$ cat config.mk
export PLATFORM = sky130hd
export DESIGN_NAME = dual_byte_baud_timer
export DESIGN_NICKNAME = d
export VERILOG_FILES = /design/src/rtl/dbt_pkg.sv /design/src/rtl/dbt_enable_gate.sv /design/src/rtl/dbt_half_div.sv /design/src/rtl/dbt_frame_seq.sv /design/src/rtl/dual_byte_baud_timer.sv
export SDC_FILE = /design/constraint.sdc
export NUM_CORES = 1
export LEC_CHECK = 0
export ABC_CLOCK_PERIOD_IN_PS = 2300
export BUFFER_PORTS_ARGS = -buffer_cell sky130_fd_sc_hd__buf_2
export CAP_MARGIN = 0
export CORE_UTILIZATION = 30
export CTS_CLUSTER_SIZE = 24
export DETAILED_ROUTE_END_ITERATION = 8
export GPL_TIMING_DRIVEN = 0
export SLEW_MARGIN = 20
export SYNTH_ARGS = -nofsm -noshare
export SYNTH_HDL_FRONTEND = slang
export SYNTH_SLANG_ARGS = --single-unit
$ cat constraint.sdc
create_clock -name clk -period 2.3 [get_ports clk]
set_clock_uncertainty 0.2 [all_clocks]
set_input_delay 0.23 -clock clk [delete_from_list [all_inputs] [get_ports clk]]
set_output_delay 0.23 -clock clk [all_outputs]
set_load 0.01 [all_outputs]
$ cat src/rtl/dbt_pkg.sv
package dbt_pkg;
    localparam int CNT_W = 8;

    typedef enum logic [1:0] {
        PH_IDLE  = 2'd0,
        PH_START = 2'd1,
        PH_DATA  = 2'd2,
        PH_STOP  = 2'd3
    } phase_t;

    typedef struct packed {
        logic fin;
        logic set_flag;
    } frame_end_t;

    function automatic phase_t first_phase(input logic with_start);
        return with_start ? PH_START : PH_DATA;
    endfunction

    function automatic logic effective_level(input logic lvl, input logic inv);
        return lvl ^ inv;
    endfunction
endpackage

$ cat src/rtl/dbt_enable_gate.sv
module dbt_enable_gate
    import dbt_pkg::*;
(
    input  logic trig_in,
    input  logic trig_inv,
    input  logic cts_en,
    input  logic cts_in,
    input  logic cts_inv,
    output logic en
);
    logic trig_eff;
    logic cts_ok;

    always_comb begin
        trig_eff = effective_level(trig_in, trig_inv);
        cts_ok   = !cts_en || effective_level(cts_in, cts_inv);
        en       = trig_eff && cts_ok;
    end
endmodule

$ cat src/rtl/dbt_half_div.sv
module dbt_half_div #(
    parameter int W = 8
) (
    input  logic         clk,
    input  logic         rst,
    input  logic         load,
    input  logic         running,
    input  logic [W-1:0] reload,
    output logic         tick
);
    logic [W-1:0] cnt_q;

    always_comb tick = running && (cnt_q == '0);

    always_ff @(posedge clk) begin
        if (rst) begin
            cnt_q <= '0;
        end else if (load || tick) begin
            cnt_q <= reload;
        end else if (running) begin
            cnt_q <= cnt_q - 1'b1;
        end
    end
endmodule

$ cat src/rtl/dbt_frame_seq.sv
module dbt_frame_seq
    import dbt_pkg::*;
#(
    parameter int W = 8
) (
    input  logic         clk,
    input  logic         rst,
    input  logic         en,
    input  logic         tick,
    input  logic [W-1:0] bit_cnt,
    input  logic         cmp_dis,
    input  logic         start_bit_en,
    input  logic         stop_bit_en,
    input  logic         stat_clr,
    output logic         start,
    output logic         running,
    output logic         tmr_out,
    output logic         stat_flag
);
    phase_t       ph_q;
    logic         half_q;
    logic [W-1:0] hi_q;
    logic         out_q;
    logic         flag_q;
    logic         abort;
    frame_end_t   fe;

    always_comb begin
        running = (ph_q != PH_IDLE);
        start   = (ph_q == PH_IDLE) && en;
        abort   = running && cmp_dis && !en;
        fe      = '0;
        if (tick && !abort) begin
            unique case (ph_q)
                PH_DATA: begin
                    if (!cmp_dis && hi_q == '0 && !stop_bit_en) begin
                        fe.fin      = 1'b1;
                        fe.set_flag = 1'b1;
                    end
                end
                PH_STOP: begin
                    if (half_q) begin
                        fe.fin      = 1'b1;
                        fe.set_flag = 1'b1;
                    end
                end
                default: ;
            endcase
        end
    end

    always_ff @(posedge clk) begin
        if (rst) begin
            ph_q   <= PH_IDLE;
            half_q <= 1'b0;
            hi_q   <= '0;
            out_q  <= 1'b0;
        end else if (start) begin
            ph_q   <= first_phase(start_bit_en);
            half_q <= 1'b0;
            hi_q   <= bit_cnt;
            out_q  <= 1'b0;
        end else if (abort || fe.fin) begin
            ph_q   <= PH_IDLE;
            half_q <= 1'b0;
            out_q  <= 1'b0;
        end else if (tick) begin
            out_q <= !out_q;
            unique case (ph_q)
                PH_START: begin
                    if (half_q) begin
                        ph_q   <= PH_DATA;
                        half_q <= 1'b0;
                    end else begin
                        half_q <= 1'b1;
                    end
                end
                PH_DATA: begin
                    if (!cmp_dis) begin
                        if (hi_q == '0) begin
                            ph_q   <= PH_STOP;
                            half_q <= 1'b0;
                        end else begin
                            hi_q <= hi_q - 1'b1;
                        end
                    end
                end
                PH_STOP: half_q <= 1'b1;
                default: ;
            endcase
        end
    end

    always_ff @(posedge clk) begin
        if (rst) flag_q <= 1'b0;
        else     flag_q <= fe.set_flag || (flag_q && !stat_clr);
    end

    always_comb begin
        tmr_out   = out_q;
        stat_flag = flag_q;
    end
endmodule

$ cat src/rtl/dual_byte_baud_timer.sv
module dual_byte_baud_timer
    import dbt_pkg::*;
#(
    parameter int W    = CNT_W,
    localparam int CMP_W = 2 * W
) (
    input  logic             clk,
    input  logic             rst,
    input  logic [CMP_W-1:0] cmp_val,
    input  logic             cmp_dis,
    input  logic             start_bit_en,
    input  logic             stop_bit_en,
    input  logic             trig_in,
    input  logic             trig_inv,
    input  logic             cts_en,
    input  logic             cts_in,
    input  logic             cts_inv,
    input  logic             pin_inv,
    input  logic             stat_clr,
    output logic             tmr_out,
    output logic             out_trig,
    output logic             pin_out,
    output logic             stat_flag,
    output logic             active
);
    logic en;
    logic tick;
    logic start;
    logic running;
    logic tout;

    dbt_enable_gate u_gate (
        .trig_in (trig_in),
        .trig_inv(trig_inv),
        .cts_en  (cts_en),
        .cts_in  (cts_in),
        .cts_inv (cts_inv),
        .en      (en)
    );

    dbt_half_div #(.W(W)) u_div (
        .clk    (clk),
        .rst    (rst),
        .load   (start),
        .running(running),
        .reload (cmp_val[W-1:0]),
        .tick   (tick)
    );

    dbt_frame_seq #(.W(W)) u_seq (
        .clk         (clk),
        .rst         (rst),
        .en          (en),
        .tick        (tick),
        .bit_cnt     (cmp_val[CMP_W-1:W]),
        .cmp_dis     (cmp_dis),
        .start_bit_en(start_bit_en),
        .stop_bit_en (stop_bit_en),
        .stat_clr    (stat_clr),
        .start       (start),
        .running     (running),
        .tmr_out     (tout),
        .stat_flag   (stat_flag)
    );

    always_comb begin
        tmr_out  = tout;
        out_trig = tout;
        pin_out  = tout ^ pin_inv;
        active   = running;
    end
endmodule

== Word level (Yosys, flattened, before mapping) ==
Index checks and enable logic that the tools add are counted.
Storage, ports and cells
  register bits after elaboration: 21
  input port bits: 28
Cells by class
  add/subtract/negate cells: 2
  equality and inequality tests: 11
  multiplexer cells: 24
  bitwise operators: 3
  reduce and logical (&&, ||, !) cells: 34
Operator list (count)
  $mux 8: 8
  $mux 2: 10
  $logic_not 8->1: 2
  $sub 8x1->8 const B: 2
  $reduce_and 5->1: 2
  $logic_and 1x1->1: 9
  $ne 4x2->1 const B: 2
  $pmux 2 s2: 2
  $reduce_bool 2->1: 4
  $logic_not 1->1: 7
  $ne 2x2->1 const B: 3
  $reduce_bool 3->1: 2
  $eq 2x2->1 const B: 2
  $logic_or 1x1->1: 4
  $ne 2x1->1 const B: 2
  $ne 4x3->1 const B: 1
  $reduce_and 4->1: 1
  $reduce_bool 4->1: 1
  $mux 1: 3
  $pmux 1 s3: 1
  $reduce_or 3->1: 1
  $xor 1x1->1: 3
  $eq 2x1->1 const B: 1
  $logic_not 2->1: 1

== Depth between registers and ports, before layout ==
Gate-level depths: netlist (run 1).
  depth after elaboration: 11
  depth in mapped cells: 8
  gate-level depth less buffers: 7

== By module ==
From an unflattened synthesis (run 1), not the netlist that was laid out.
Unflattened totals
  cells, all modules: 164
  area, all modules: 1462.7 sq um
Modules (own cells, without submodules)
  dbt_frame_seq: instances 1, cells each 102, area each 882.1 sq um, seq. area each 260.2 sq um
  dbt_half_div: instances 1, cells each 57, area each 541.8 sq um, seq. area each 160.2 sq um
  dbt_enable_gate: instances 1, cells each 3, area each 22.5 sq um, seq. area each 0.0 sq um
  dual_byte_baud_timer: instances 1, cells each 2, area each 16.3 sq um, seq. area each 0.0 sq um

== Least setup slack after synthesis (run 1) ==
No wires, ideal clock.
  path kind: reg2reg
  start point: register u_div.cnt_q[2]
  end point: register u_seq.half_q
  arrival: 2.114 ns
  required time: 1.982 ns
  slack: -0.132 ns
  stages on the path, launching flop included: 7
  path buffers: 1
  period minus slack after synthesis: 2.432 ns
  cell sequence: dfxtp_1 -> or4_4 -> buf_6 -> or3_2 -> or4_1 -> a21oi_1 -> nor3_1
On the way
  cells in the longest elaborated chain, start to end: 6
  elaborated cells on any way between the ends: 7
RTL lines
  from (decl): line dbt_half_div.sv:11  | logic [W-1:0] cnt_q;
  from (signal assigned): line dbt_half_div.sv:19  | cnt_q <= reload;
  from (signal assigned): line dbt_half_div.sv:21  | cnt_q <= cnt_q - 1'b1;
  $logic_not 8->1 *: line dbt_half_div.sv:13  | always_comb tick = running && (cnt_q == '0);
  $logic_and 1x1->1 *: line dbt_half_div.sv:13
  $logic_and 1x1->1: line dbt_frame_seq.sv:33  | if (tick && !abort) begin
  $mux 2: line dbt_frame_seq.sv:33
  $logic_or 1x1->1: line dbt_frame_seq.sv:63  | end else if (abort || fe.fin) begin
  $reduce_or 3->1 (no line)
  to (signal assigned): line dbt_frame_seq.sv:60  | half_q <= 1'b0;
  to (signal assigned): line dbt_frame_seq.sv:65  | half_q <= 1'b0;
  to (signal assigned): line dbt_frame_seq.sv:73  | half_q <= 1'b0;
  to (decl): line dbt_frame_seq.sv:21  | logic half_q;
Every way passes the cells marked *; elsewhere a longest branch is shown, timed or not.
A chain may end at the register's enable or synchronous reset.

== Worst setup path in the final report (run 1) ==
  start point: register u_div.cnt_q[3]
  end point: register u_seq.hi_q[7]
On the way
  cells in the longest elaborated chain, start to end: 7
  elaborated cells on any way between the ends: 8
RTL lines
  $logic_not 8->1 *: line dbt_half_div.sv:13
  $logic_and 1x1->1 *: line dbt_half_div.sv:13
  $logic_and 1x1->1: line dbt_frame_seq.sv:33
  $mux 2: line dbt_frame_seq.sv:33
  $logic_or 1x1->1: line dbt_frame_seq.sv:63
  $ne 2x2->1 (no line)
  $reduce_and 5->1 (no line) *
  to (signal assigned): line dbt_frame_seq.sv:61  | hi_q <= bit_cnt;
  to (signal assigned): line dbt_frame_seq.sv:84  | hi_q <= hi_q - 1'b1;
  to (decl): line dbt_frame_seq.sv:22  | logic [W-1:0] hi_q;
Marks and branches as above.

==> results of run 1 <==
## flip-flops by register name, summed over array words and instances, names as in the netlist
| register | count |
|---|---|
| u_seq.hi_q | 8 |
| u_seq.ph_q | 2 |
| u_div.cnt_q | 8 |
| u_seq.half_q | 1 |
| u_seq.tmr_out | 1 |
| u_seq.stat_flag | 1 |
## layer usage
metal | share of wire [%] | up-vias | wire length, um | track usage [%]
li1 | - | 704 | - | -
met1 | 47 | 628 | 1620 | 19.5
met2 | 47 | 45 | 1630 | 25.4
met3 | 6.4 | 2 | 222 | 3.78
met4 | 0.40 | 0 | 14 | 2.27
met5 | 0 | - | 0 | 0
## worst register-to-register path, stage by stage (launching register included)
cell and delay, ns:
dfxtp_2 0.34, or4_4 0.56, nor4_4 0.35, buf_4 0.18
nand3_4 0.06, or4_1 0.40, a311oi_1 0.25
## power breakdown
group	internal (mW)	switching (mW)	total, mW
combinational	0.562	0.743	1.31
sequential	0.497	0.139	0.636
clock	0.123	0.120	0.244
total	1.18	1.00	2.18
## per-stage QoR
step / instances / setup WS, ns
5_1_grt: 258 / -0.244
2_1_floorplan: 167 / -0.00327
6_report: 258 / -0.124
4_1_cts: 257 / -0.107
3_5_place_dp: 250 / -0.234
3_3_place_gp: 250 / -0.255
## cells by family after synthesis
kind of cell / count (synthesis)
compound gates: 50
xor+xnor: 11
fa+ha+maj: 4
buf+inv: 16
flops: 21
simple gates: 65
## cell usage in the layout, fill, tap and decap left out, types with 3 or more instances in the layout
master	instances
or4_4	5
inv_1	5
o21ai_0	5
a21oi_1	8
buf_4	9
o211ai_1	3
xor2_1	5
a211oi_1	9
nand3_1	4
nor2_1	18
nor3_1	5
clkbuf_8	3
xnor2_1	6
buf_2	31
a311oi_1	3
nand2_1	8
dfxtp_1	17
dfxtp_2	3
ha_1	4
## repair_timing
action / CTS / global route
resized for setup: 19 / 14
endpoints found under the setup margin: 17 / 20
pin swaps: 8 / 12
hold buffers: 1 / 0
buffers inserted: 6 / 1
hold endpoints to repair: 1 / 0
## layout make-up
type                       count  area share (%)
tap                           52            3.67
multi-input combinational    130            54.2
inverter                       6            1.27
buffer                         6            1.84
timing repair buffer          39            12.3
sequential                    21            24.2
clock buffer                   4            2.54
## final timing paths
check	endpoint	start	depth (start not counted)	slack, ns
worst max register to register	u_seq.hi_q[7]	u_div.cnt_q[3]	6	-0.12
worst min-delay path	u_div.cnt_q[1]	cmp_val[1]	3	0.005
worst max-delay path	u_seq.hi_q[7]	u_div.cnt_q[3]	6	-0.12
worst min register to register	u_seq.stat_flag	u_seq.stat_flag	2	0.27
==> summary.txt, run 1 <==
Clock tree
  • Total number of clock tree sinks: 21
  • Max H-tree Level: 1
  • Clock latency of the later-clocked register in the worst-skew pair: 0.26 ns
  • Buffer type at the clock tree root: clkbuf_8
  • Clock Pin Slew Worst Setup and Hold Paths: 0.08 ns
  • Clk buf depth: 2
  • Total clock buffers created by CTS: 3
  • TritonCTS clock tree: built

STA
  • Unrepaired setup endpoints after global routing: yes
  • Number of max-slew violations in the final report: 0
  • Total Negative Setup Slacks: -0.302 ns
  • Final setup margin: -0.124 ns
  • Final hold violation count: 0
  • Max-slew headroom at the worst pin: 58.4%
  • Fmax: 413 MHz
  • Share of the clock period used by the worst path after layout: 105%
  • Min Tclk post-route: 2.42 ns
  • Number of failing setup endpoints in the final timing report: 3
  • Transition time at the pin with the least slew margin: 0.624 ns
  • Worst hold margin: 0.00547 ns

Synth
  • Dominant combinational cell family by area after synthesis: simple AND/OR/NAND/NOR gates
  • Multiplexer share of the synthesized area: 0%
  • Cell count after synthesis: 167
  • Post-synth top area share: 31.0%
  • Top cells by instance count after synthesis: dfxtp_1, nor2_1, a211oi_1, a21oi_1, nand2_1
  • Async set or reset register ratio after synthesis: 0%
  • Adder-cell share of the synthesized area: 3.69%
  • Most used flip-flop cell after synthesis: dfxtp_1
  • Top cells by area in the synthesized netlist: dfxtp_1, a211oi_1, nor2_1, a21oi_1, xnor2_1
  • Sequential area share after synthesis: 31.0%
  • Cell area after synthesis: 1360 um2
  • Post-synthesis share of cell area spent on and, or, nand and nor gates: 27.2%
  • Synthesized-area fraction occupied by ao, oa, aoi and oai cells: 25.7%
  • Most frequent cell after synthesis: dfxtp_1
  • Mapped Avg Cell Area: 8.13 um2
  • Synthesis Warnings: 0
  • Number of synthesized flops with an enable pin: 0
  • Synth cell types: 46
  • Post-synthesis sequential element count: 21
  • Area share of xor/xnor cells in the synthesized design: 7.10%
  • Cell taking the most area after synthesis: dfxtp_1
  • Net count after synthesis: 199

Setup path
  • Required time of the critical path: 2.27 ns
  • Endpoint kind of the worst setup timing path: flop
  • Data arrival time of the critical path: 2.39 ns
  • Slowest cell delay on critical path: 0.56 ns
  • Cell breakdown of the critical path: or4_4 > nor4_4 > buf_4 > nand3_4 > or4_1 > a311oi_1
  • CP Launch Type: flop
  • Critical path buffer and inverter count: 1
  • Worst Path Max Fanout: 4
  • Master of the slowest instance on the critical path: or4_4
  • Category of the most critical setup path: reg -> reg
  • Top delay family on crit path: simple AND/OR/NAND/NOR gates

Floorplan
  • Starting density of the core: 31.2%
  • Vertical extent of the die: 69.3 um
  • Area of the die: 4800 um2
  • Number of core rows: 24
  • Core Region: 4350 um2
  • Io pins: 33
  • Chip width: 69.3 um

Global routing
  • Total congestion overflow after global routing: 0
  • Maximum number of pins on one net before global-route repair: 12
  • First-pass GRT wire length: 5910 um
  • Gr usage total: 15.0%
  • Initial antenna violation count: 0
  • Number of global-route vias before repair: 1272

Run status
  • Outcome: finished with violations
  • Violated checks: setup timing

Routing
  • DRT antenna net count: 0
  • Final Routed Wirelength: 3490 um
  • Routed len/inst: 13.5 um
  • Detailed router's first-iteration violation count: 73
  • Detailed-routing iteration count for the pre-antenna-repair pass: 4
  • Number of vias after detailed routing: 1379
  • DRC violations left: 0
  • Via count normalized by instance count: 5.34

Placed design
  • Half-perimeter wire length after detailed placement: 2450 um
  • RD Place Congestion: 0.867
  • Quantity of I/O buffers inserted on ports: 31
  • Area after detailed placement: 1590 um2

Cells and area
  • Share of cells above drive strength 1: 36.4%
  • End-of-flow core utilization: 40.7%
  • Finished Cell Area: 1770 um2
  • Synthesis-to-layout area growth: 30.4%
  • Register area: 428 um2
  • Combined area of the multi-input logic cells: 960 um2
  • Layout Nets: 239
  • Filler Cell Count: 434
  • Count of antenna diodes in the layout: 0

Worst hold path
  • Class of the worst hold path: in -> reg

Pwr
  • Post-layout total power: 2.18 mW
  • Leakage power: 0.662 nW
  • Max rail drop VDD: 0.592 mV
  • Power density over cell area: 1230 nW/um2

Flow run
  • Max-cap violation count: 0
Power figures use the tool's default switching activity.
==> run 2, diff against run 1 <==
--- a/config.mk
+++ b/config.mk
@@ -5,10 +5,11 @@
 export SDC_FILE = /design/constraint.sdc
 export NUM_CORES = 1
 export LEC_CHECK = 0
-export ABC_CLOCK_PERIOD_IN_PS = 2300
+export ABC_CLOCK_PERIOD_IN_PS = 2800
 export BUFFER_PORTS_ARGS = -buffer_cell sky130_fd_sc_hd__buf_2
 export CAP_MARGIN = 0
 export CORE_UTILIZATION = 30
+export CTS_BUF_LIST = sky130_fd_sc_hd__clkbuf_16
 export CTS_CLUSTER_SIZE = 24
 export DETAILED_ROUTE_END_ITERATION = 8
 export GPL_TIMING_DRIVEN = 0
==> constraint.sdc (replaced) <==
create_clock -name clk -period 2.8 [get_ports clk]
set_clock_uncertainty 0.2 [all_clocks]
set_input_delay 0.28 -clock clk [delete_from_list [all_inputs] [get_ports clk]]
set_output_delay 0.28 -clock clk [all_outputs]
set_load 0.01 [all_outputs]
==> summary.txt, run 2 (synthesis gave the netlist of run 1 again) <==
Run status
  • Outcome: complete, no violations (was finished with violations)

Cells and area
  • Commonest non-fill, non-tap cell in the layout: buf_2 (unchanged)
  • Share of cells above drive strength 1: 24.8% (was 36.4%)
  • Layout Nets: 235 (was 239)
  • Most frequent cells in the layout: buf_2, dfxtp_1, nor2_1 (was buf_2, nor2_1, dfxtp_1)
  • Count of antenna diodes in the layout: 0 (unchanged)
  • Registers with the most flip-flops: u_div.cnt_q (8), u_seq.hi_q (8), u_seq.ph_q (2) (unchanged)
  • Synthesis-to-layout area growth: 22.7% (was 30.4%)

Setup path
  • Worst Path Max Fanout: 8 (was 4)
  • Category of the most critical setup path: reg -> reg (unchanged)
  • Critical path buffer and inverter count: 1 (unchanged)
  • Data arrival time of the critical path: 2.55 ns (was 2.39 ns)
  • Endpoint kind of the worst setup timing path: flop (unchanged)
  • R2R cell count: 6 (unchanged)
  • Master of the slowest instance on the critical path: or4_4 (unchanged)
  • Top delay family on crit path: simple AND/OR/NAND/NOR gates (unchanged)
  • Cell breakdown of the critical path: or4_4 > buf_6 > nor4_4 > nand3_2 > or4_1 > a311oi_1 (was or4_4 > nor4_4 > buf_4 > nand3_4 > or4_1 > a311oi_1)
  • Required time of the critical path: 2.76 ns (was 2.27 ns)
  • Endpoint of the most critical register-to-register path: u_seq.hi_q[4] (was u_seq.hi_q[7])
  • Slowest cell delay on critical path: 0.54 ns (was 0.56 ns)
  • CP Launch Type: flop (unchanged)
  • Startpoint of the lowest-slack register-to-register path: u_div.cnt_q[2] (was u_div.cnt_q[3])
  • Internal reg-to-reg setup slack: 0.21 ns (was -0.12 ns)

Worst hold path
  • Class of the worst hold path: in -> reg (unchanged)
  • Instance count along the most critical hold path: 2 (was 3)
  • Worst Hold Path EP: u_seq.ph_q[1] (was u_div.cnt_q[1])
  • Startpoint of the worst hold path: start_bit_en (was cmp_val[1])

Clock tree
  • Post-CTS resize count: 0 (was 19)
  • TritonCTS clock tree: built (unchanged)
  • Clock latency of the later-clocked register in the worst-skew pair: 0.25 ns (was 0.26 ns)
  • Post-CTS Setup Repair Bufs: 0 (was 6)
  • Total clock buffers created by CTS: 3 (unchanged)
  • Clk buf depth: 2 (unchanged)
  • Buffer type at the clock tree root: clkbuf_16 (was clkbuf_8)
  • Total number of clock tree sinks: 21 (unchanged)
  • Number of hold buffers added after cts: 0 (was 1)
  • Max H-tree Level: 1 (unchanged)
  • Clock Pin Slew Worst Setup and Hold Paths: 0.06 ns (was 0.08 ns)

STA
  • Worst hold margin: 0.0268 ns (was 0.00547 ns)
  • Number of max-slew violations in the final report: 0 (unchanged)
  • Total Negative Setup Slacks: 0 ns (was -0.302 ns)
  • Number of failing setup endpoints in the final timing report: 0 (was 3)
  • Final hold violation count: 0 (unchanged)
  • Transition time at the pin with the least slew margin: 0.677 ns (was 0.624 ns)
  • Max-slew headroom at the worst pin: 54.6% (was 58.4%)
  • Fmax: 387 MHz (was 413 MHz)
  • Min Tclk post-route: 2.59 ns (was 2.42 ns)
  • Unrepaired setup endpoints after global routing: no (was yes)
  • Share of the clock period used by the worst path after layout: 92.4% (was 105%)

Flow run
  • Max-cap violation count: 0 (unchanged)

Pwr
  • Power density over cell area: 1060 nW/um2 (was 1230 nW/um2)
  • Max rail drop VDD: 0.616 mV (was 0.592 mV)
  • Leakage power: 0.628 nW (was 0.662 nW)

Global routing
  • Number of global-route vias before repair: 1264 (was 1272)
  • Total congestion overflow after global routing: 0 (unchanged)
  • Maximum number of pins on one net before global-route repair: 12 (unchanged)
  • Gr usage total: 14.7% (was 15.0%)
  • Initial antenna violation count: 0 (unchanged)
  • First-pass GRT wire length: 5800 um (was 5910 um)

Floorplan
  • Vertical extent of the die: 69.3 um (unchanged)
  • Io pins: 33 (unchanged)
  • Chip width: 69.3 um (unchanged)
  • Core Region: 4350 um2 (unchanged)
  • Area of the die: 4800 um2 (unchanged)
  • Starting density of the core: 31.2% (unchanged)
  • Number of core rows: 24 (unchanged)

Placed design
  • RD Place Congestion: 0.859 (was 0.867)
  • Half-perimeter wire length after detailed placement: 2450 um (about the same)
  • Quantity of I/O buffers inserted on ports: 31 (unchanged)

Routing
  • Routed len/inst: 12.9 um (was 13.5 um)
  • Detailed-routing iteration count for the pre-antenna-repair pass: 4 (unchanged)
  • Detailed router's first-iteration violation count: 65 (was 73)
  • DRC violations left: 0 (unchanged)
  • Via count normalized by instance count: 5.30 (was 5.34)
  • Final Routed Wirelength: 3270 um (was 3490 um)
  • DRT antenna net count: 0 (unchanged)
  • Number of vias after detailed routing: 1346 (was 1379)
[run 2: cell count changes in the layout (fill, tap and decap cells not counted), moves of 4 or more]
| cell | delta |
|---|---|
| buf_4 | -8 |
| clkbuf_1 | +4 |
| dfxtp_1 | +4 |
| or4_1 | +4 |
| or4_4 | -4 |
[run 2: worst max path at each step]
| stage | startpoint | end | slack [ns] | cells after the start |
|---|---|---|---|---|
| 2_1_floorplan | u_div.cnt_q[2] | u_seq.half_q | 0.37 | 6 |
| 3_3_place_gp | u_div.cnt_q[2] | u_div.cnt_q[5] | 0.17 | 6 |
| 3_5_place_dp | u_div.cnt_q[2] | u_div.cnt_q[0] | 0.15 | 6 |
| 4_1_cts | u_div.cnt_q[2] | u_div.cnt_q[0] | 0.13 | 6 |
| 5_1_grt | u_div.cnt_q[2] | u_div.cnt_q[1] | 0.11 | 6 |
| 6_report | u_div.cnt_q[2] | u_seq.hi_q[4] | 0.21 | 6 |
[run 2: where the power goes]
group / switching (mW) / internal [mW] / total (mW)
clock: 0.109 / 0.190 / 0.299
combinational: 0.577 / 0.394 / 0.970
sequential: 0.0893 / 0.401 / 0.490
[run 2: per-layer routing]
metal | share of wire (%) | GRT usage (%)
met1 | 51 | 19.6
met5 | 0 | 0
met3 | 2.9 | 3.05
met4 | 1.6 | 3.17
met2 | 45 | 24.3
[run 2: layout make-up]
type	count	area, um2
plain buffers	10	50.0
clock buffers	3	75.1
clock inverters	1	3.75
fillers	451	2690
inverters	6	22.5
multi-input cells	130	873
flip-flops and latches	21	420
well taps	52	65.1
repair buffers	31	155
[run 2: worst reg2reg max path, delay by kind of cell (launching register included)]
family | cells | cell delay, ns
and+or+nand+nor | 4 | 1.53
DFF | 1 | 0.36
AOI/OAI and AO/OA | 1 | 0.25
buffers and inverters | 1 | 0.15
[run 2: per-stage QoR]
| step | setup WS, ns | utilization, % | cell area (um2) | total power [mW] | cells |
|---|---|---|---|---|---|
| floorplan | 0.368 | - | 1360 | 1.22 | 167 |
| global placement | 0.169 | 36.2 | 1580 | 1.44 | 250 |
| detailed placement | 0.148 | 36.2 | 1580 | 1.45 | 250 |
| CTS | 0.131 | 38.0 | 1660 | 1.75 | 254 |
| global route | 0.110 | 38.2 | 1670 | 1.92 | 254 |
| finish | 0.213 | 38.2 | 1670 | 1.76 | 254 |
==> run 3, diff against run 2 <==
--- a/config.mk
+++ b/config.mk
@@ -13,6 +13,7 @@
 export CTS_CLUSTER_SIZE = 24
 export DETAILED_ROUTE_END_ITERATION = 8
 export GPL_TIMING_DRIVEN = 0
+export PLACE_DENSITY = 0.51
 export SLEW_MARGIN = 20
 export SYNTH_ARGS = -nofsm -noshare
 export SYNTH_HDL_FRONTEND = slang
==> summary.txt, run 3 (synthesis gave the netlist of run 1 again) <==
Clock tree
  • Max H-tree Level: 1 (unchanged)
  • Clock Pin Slew Worst Setup and Hold Paths: 0.06 ns (about the same)
  • Post-CTS Setup Repair Bufs: 0 (unchanged)
  • Total number of clock tree sinks: 21 (unchanged)
  • Post-CTS resize count: 0 (unchanged)
  • Clock latency of the later-clocked register in the worst-skew pair: 0.25 ns (about the same)
  • Buffer type at the clock tree root: clkbuf_16 (unchanged)
  • TritonCTS clock tree: built (unchanged)
  • Number of hold buffers added after cts: 0 (unchanged)
  • Clk buf depth: 2 (unchanged)
  • Total clock buffers created by CTS: 3 (unchanged)

Cells and area
  • Registers with the most flip-flops: u_div.cnt_q (8), u_seq.hi_q (8), u_seq.ph_q (2) (unchanged)
  • Most frequent cells in the layout: buf_2, dfxtp_1, nor2_1 (unchanged)
  • Commonest non-fill, non-tap cell in the layout: buf_2 (unchanged)
  • Layout Nets: 235 (unchanged)
  • Count of antenna diodes in the layout: 0 (unchanged)
  • Synthesis-to-layout area growth: 22.7% (unchanged)
  • Share of cells above drive strength 1: 24.8% (unchanged)
  • Finished Cell Area: 1670 um2 (unchanged)

STA
  • Number of max-slew violations in the final report: 0 (unchanged)
  • Total Negative Setup Slacks: 0 ns (unchanged)
  • Transition time at the pin with the least slew margin: 0.665 ns (was 0.677 ns)
  • Number of failing setup endpoints in the final timing report: 0 (unchanged)
  • Share of the clock period used by the worst path after layout: 94.0% (was 92.4%)
  • Final hold violation count: 0 (unchanged)
  • Max-slew headroom at the worst pin: 55.4% (was 54.6%)
  • Min Tclk post-route: 2.63 ns (was 2.59 ns)
  • Unrepaired setup endpoints after global routing: no (unchanged)
  • Fmax: 380 MHz (was 387 MHz)

Setup path
  • Endpoint kind of the worst setup timing path: flop (unchanged)
  • CP Launch Type: flop (unchanged)
  • Endpoint of the most critical register-to-register path: u_div.cnt_q[5] (was u_seq.hi_q[4])
  • R2R cell count: 6 (unchanged)
  • Required time of the critical path: 2.78 ns (was 2.76 ns)
  • Worst Path Max Fanout: 8 (unchanged)
  • Category of the most critical setup path: reg -> reg (unchanged)
  • Startpoint of the lowest-slack register-to-register path: u_div.cnt_q[2] (unchanged)
  • Data arrival time of the critical path: 2.61 ns (was 2.55 ns)
  • Internal reg-to-reg setup slack: 0.17 ns (was 0.21 ns)

Floorplan
  • Core Region: 4350 um2 (unchanged)
  • Area of the die: 4800 um2 (unchanged)
  • Starting density of the core: 31.2% (unchanged)
  • Vertical extent of the die: 69.3 um (unchanged)
  • Chip width: 69.3 um (unchanged)
  • Number of core rows: 24 (unchanged)
  • Io pins: 33 (unchanged)

Placed design
  • Half-perimeter wire length after detailed placement: 2560 um (was 2450 um)
  • Quantity of I/O buffers inserted on ports: 31 (unchanged)
  • Area after detailed placement: 1580 um2 (unchanged)
  • RD Place Congestion: 0.842 (was 0.859)

Global routing
  • Total congestion overflow after global routing: 0 (unchanged)
  • Number of global-route vias before repair: 1318 (was 1264)
  • Gr usage total: 15.8% (was 14.7%)
  • Maximum number of pins on one net before global-route repair: 12 (unchanged)
  • Initial antenna violation count: 0 (unchanged)
  • First-pass GRT wire length: 6090 um (was 5800 um)

Routing
  • Detailed-routing iteration count for the pre-antenna-repair pass: 4 (unchanged)
  • DRT antenna net count: 0 (unchanged)
  • Number of vias after detailed routing: 1332 (was 1346)
  • Via count normalized by instance count: 5.24 (was 5.30)
  • DRC violations left: 0 (unchanged)
  • Detailed router's first-iteration violation count: 58 (was 65)
  • Final Routed Wirelength: 3400 um (was 3270 um)
  • Routed len/inst: 13.4 um (was 12.9 um)

Worst hold path
  • Class of the worst hold path: in -> reg (unchanged)
  • Worst Hold Path EP: u_seq.ph_q[1] (unchanged)
  • Startpoint of the worst hold path: start_bit_en (unchanged)
  • Instance count along the most critical hold path: 2 (unchanged)

Pwr
  • Power density over cell area: 1060 nW/um2 (about the same)
  • Max rail drop VDD: 0.384 mV (was 0.616 mV)
  • Leakage power: 0.629 nW (was 0.628 nW)

Flow run
  • Max-cap violation count: 0 (unchanged)

Run status
  • Outcome: complete, no violations (unchanged)
## run 3: final cells by class
type,instances,area (um2)
flip-flops and latches,21,420
inverters,6,22.5
well taps,52,65.1
fillers,463,2690
clock inverters,1,3.75
repair buffers,31,155
plain buffers,10,50.0
multi-input cells,130,873
clock buffers,3,75.1
## run 3: critical path, stage by stage, from the launching register on
cell and delay [ns]:
dfxtp_1 0.36, or4_4 0.55, buf_6 0.16, or3_2 0.47, o21ai_0 0.54, nand2_1 0.11
a31oi_1 0.17
## run 3: metal layers
metal  GRT usage (%)  routed length [um]  up-vias
li1                -                   -      700
met1            20.3                1710      606
met2            27.0                1560       22
met3            3.49                 110        4
met4            3.40                  25        0
met5               0                   0        -
## run 3: how the worst max path moves through the flow
stage	start	to	slack, ns	cells past startpoint
after CTS	u_seq.ph_q[0]	u_div.cnt_q[1]	0.15	7
after detailed placement	u_seq.ph_q[0]	u_div.cnt_q[1]	0.17	7
after floorplan	u_div.cnt_q[2]	u_seq.half_q	0.37	6
after global placement	u_seq.ph_q[0]	u_div.cnt_q[7]	0.12	7
after global routing	u_div.cnt_q[2]	u_seq.hi_q[7]	0.003	6
final	u_div.cnt_q[2]	u_div.cnt_q[5]	0.17	6
## run 3: power breakdown
part / leakage [nW] / switching (mW) / internal [mW]
Combinational: 0.413 / 0.579 / 0.394
Sequential: 0.173 / 0.0905 / 0.401
Clock: 0.0423 / 0.110 / 0.190
## run 3: per-stage QoR
step | total power [mW] | hold slack (ns) | cells | setup slack [ns] | util [%]
2_1_floorplan | 1.22 | 0.175 | 167 | 0.368 | -
3_3_place_gp | 1.47 | 0.257 | 250 | 0.124 | 36.2
3_5_place_dp | 1.46 | 0.267 | 250 | 0.175 | 36.2
4_1_cts | 1.77 | 0.0214 | 254 | 0.150 | 38.0
5_1_grt | 1.95 | 0.0332 | 254 | 0.00267 | 38.2
6_report | 1.77 | 0.0200 | 254 | 0.168 | 38.2
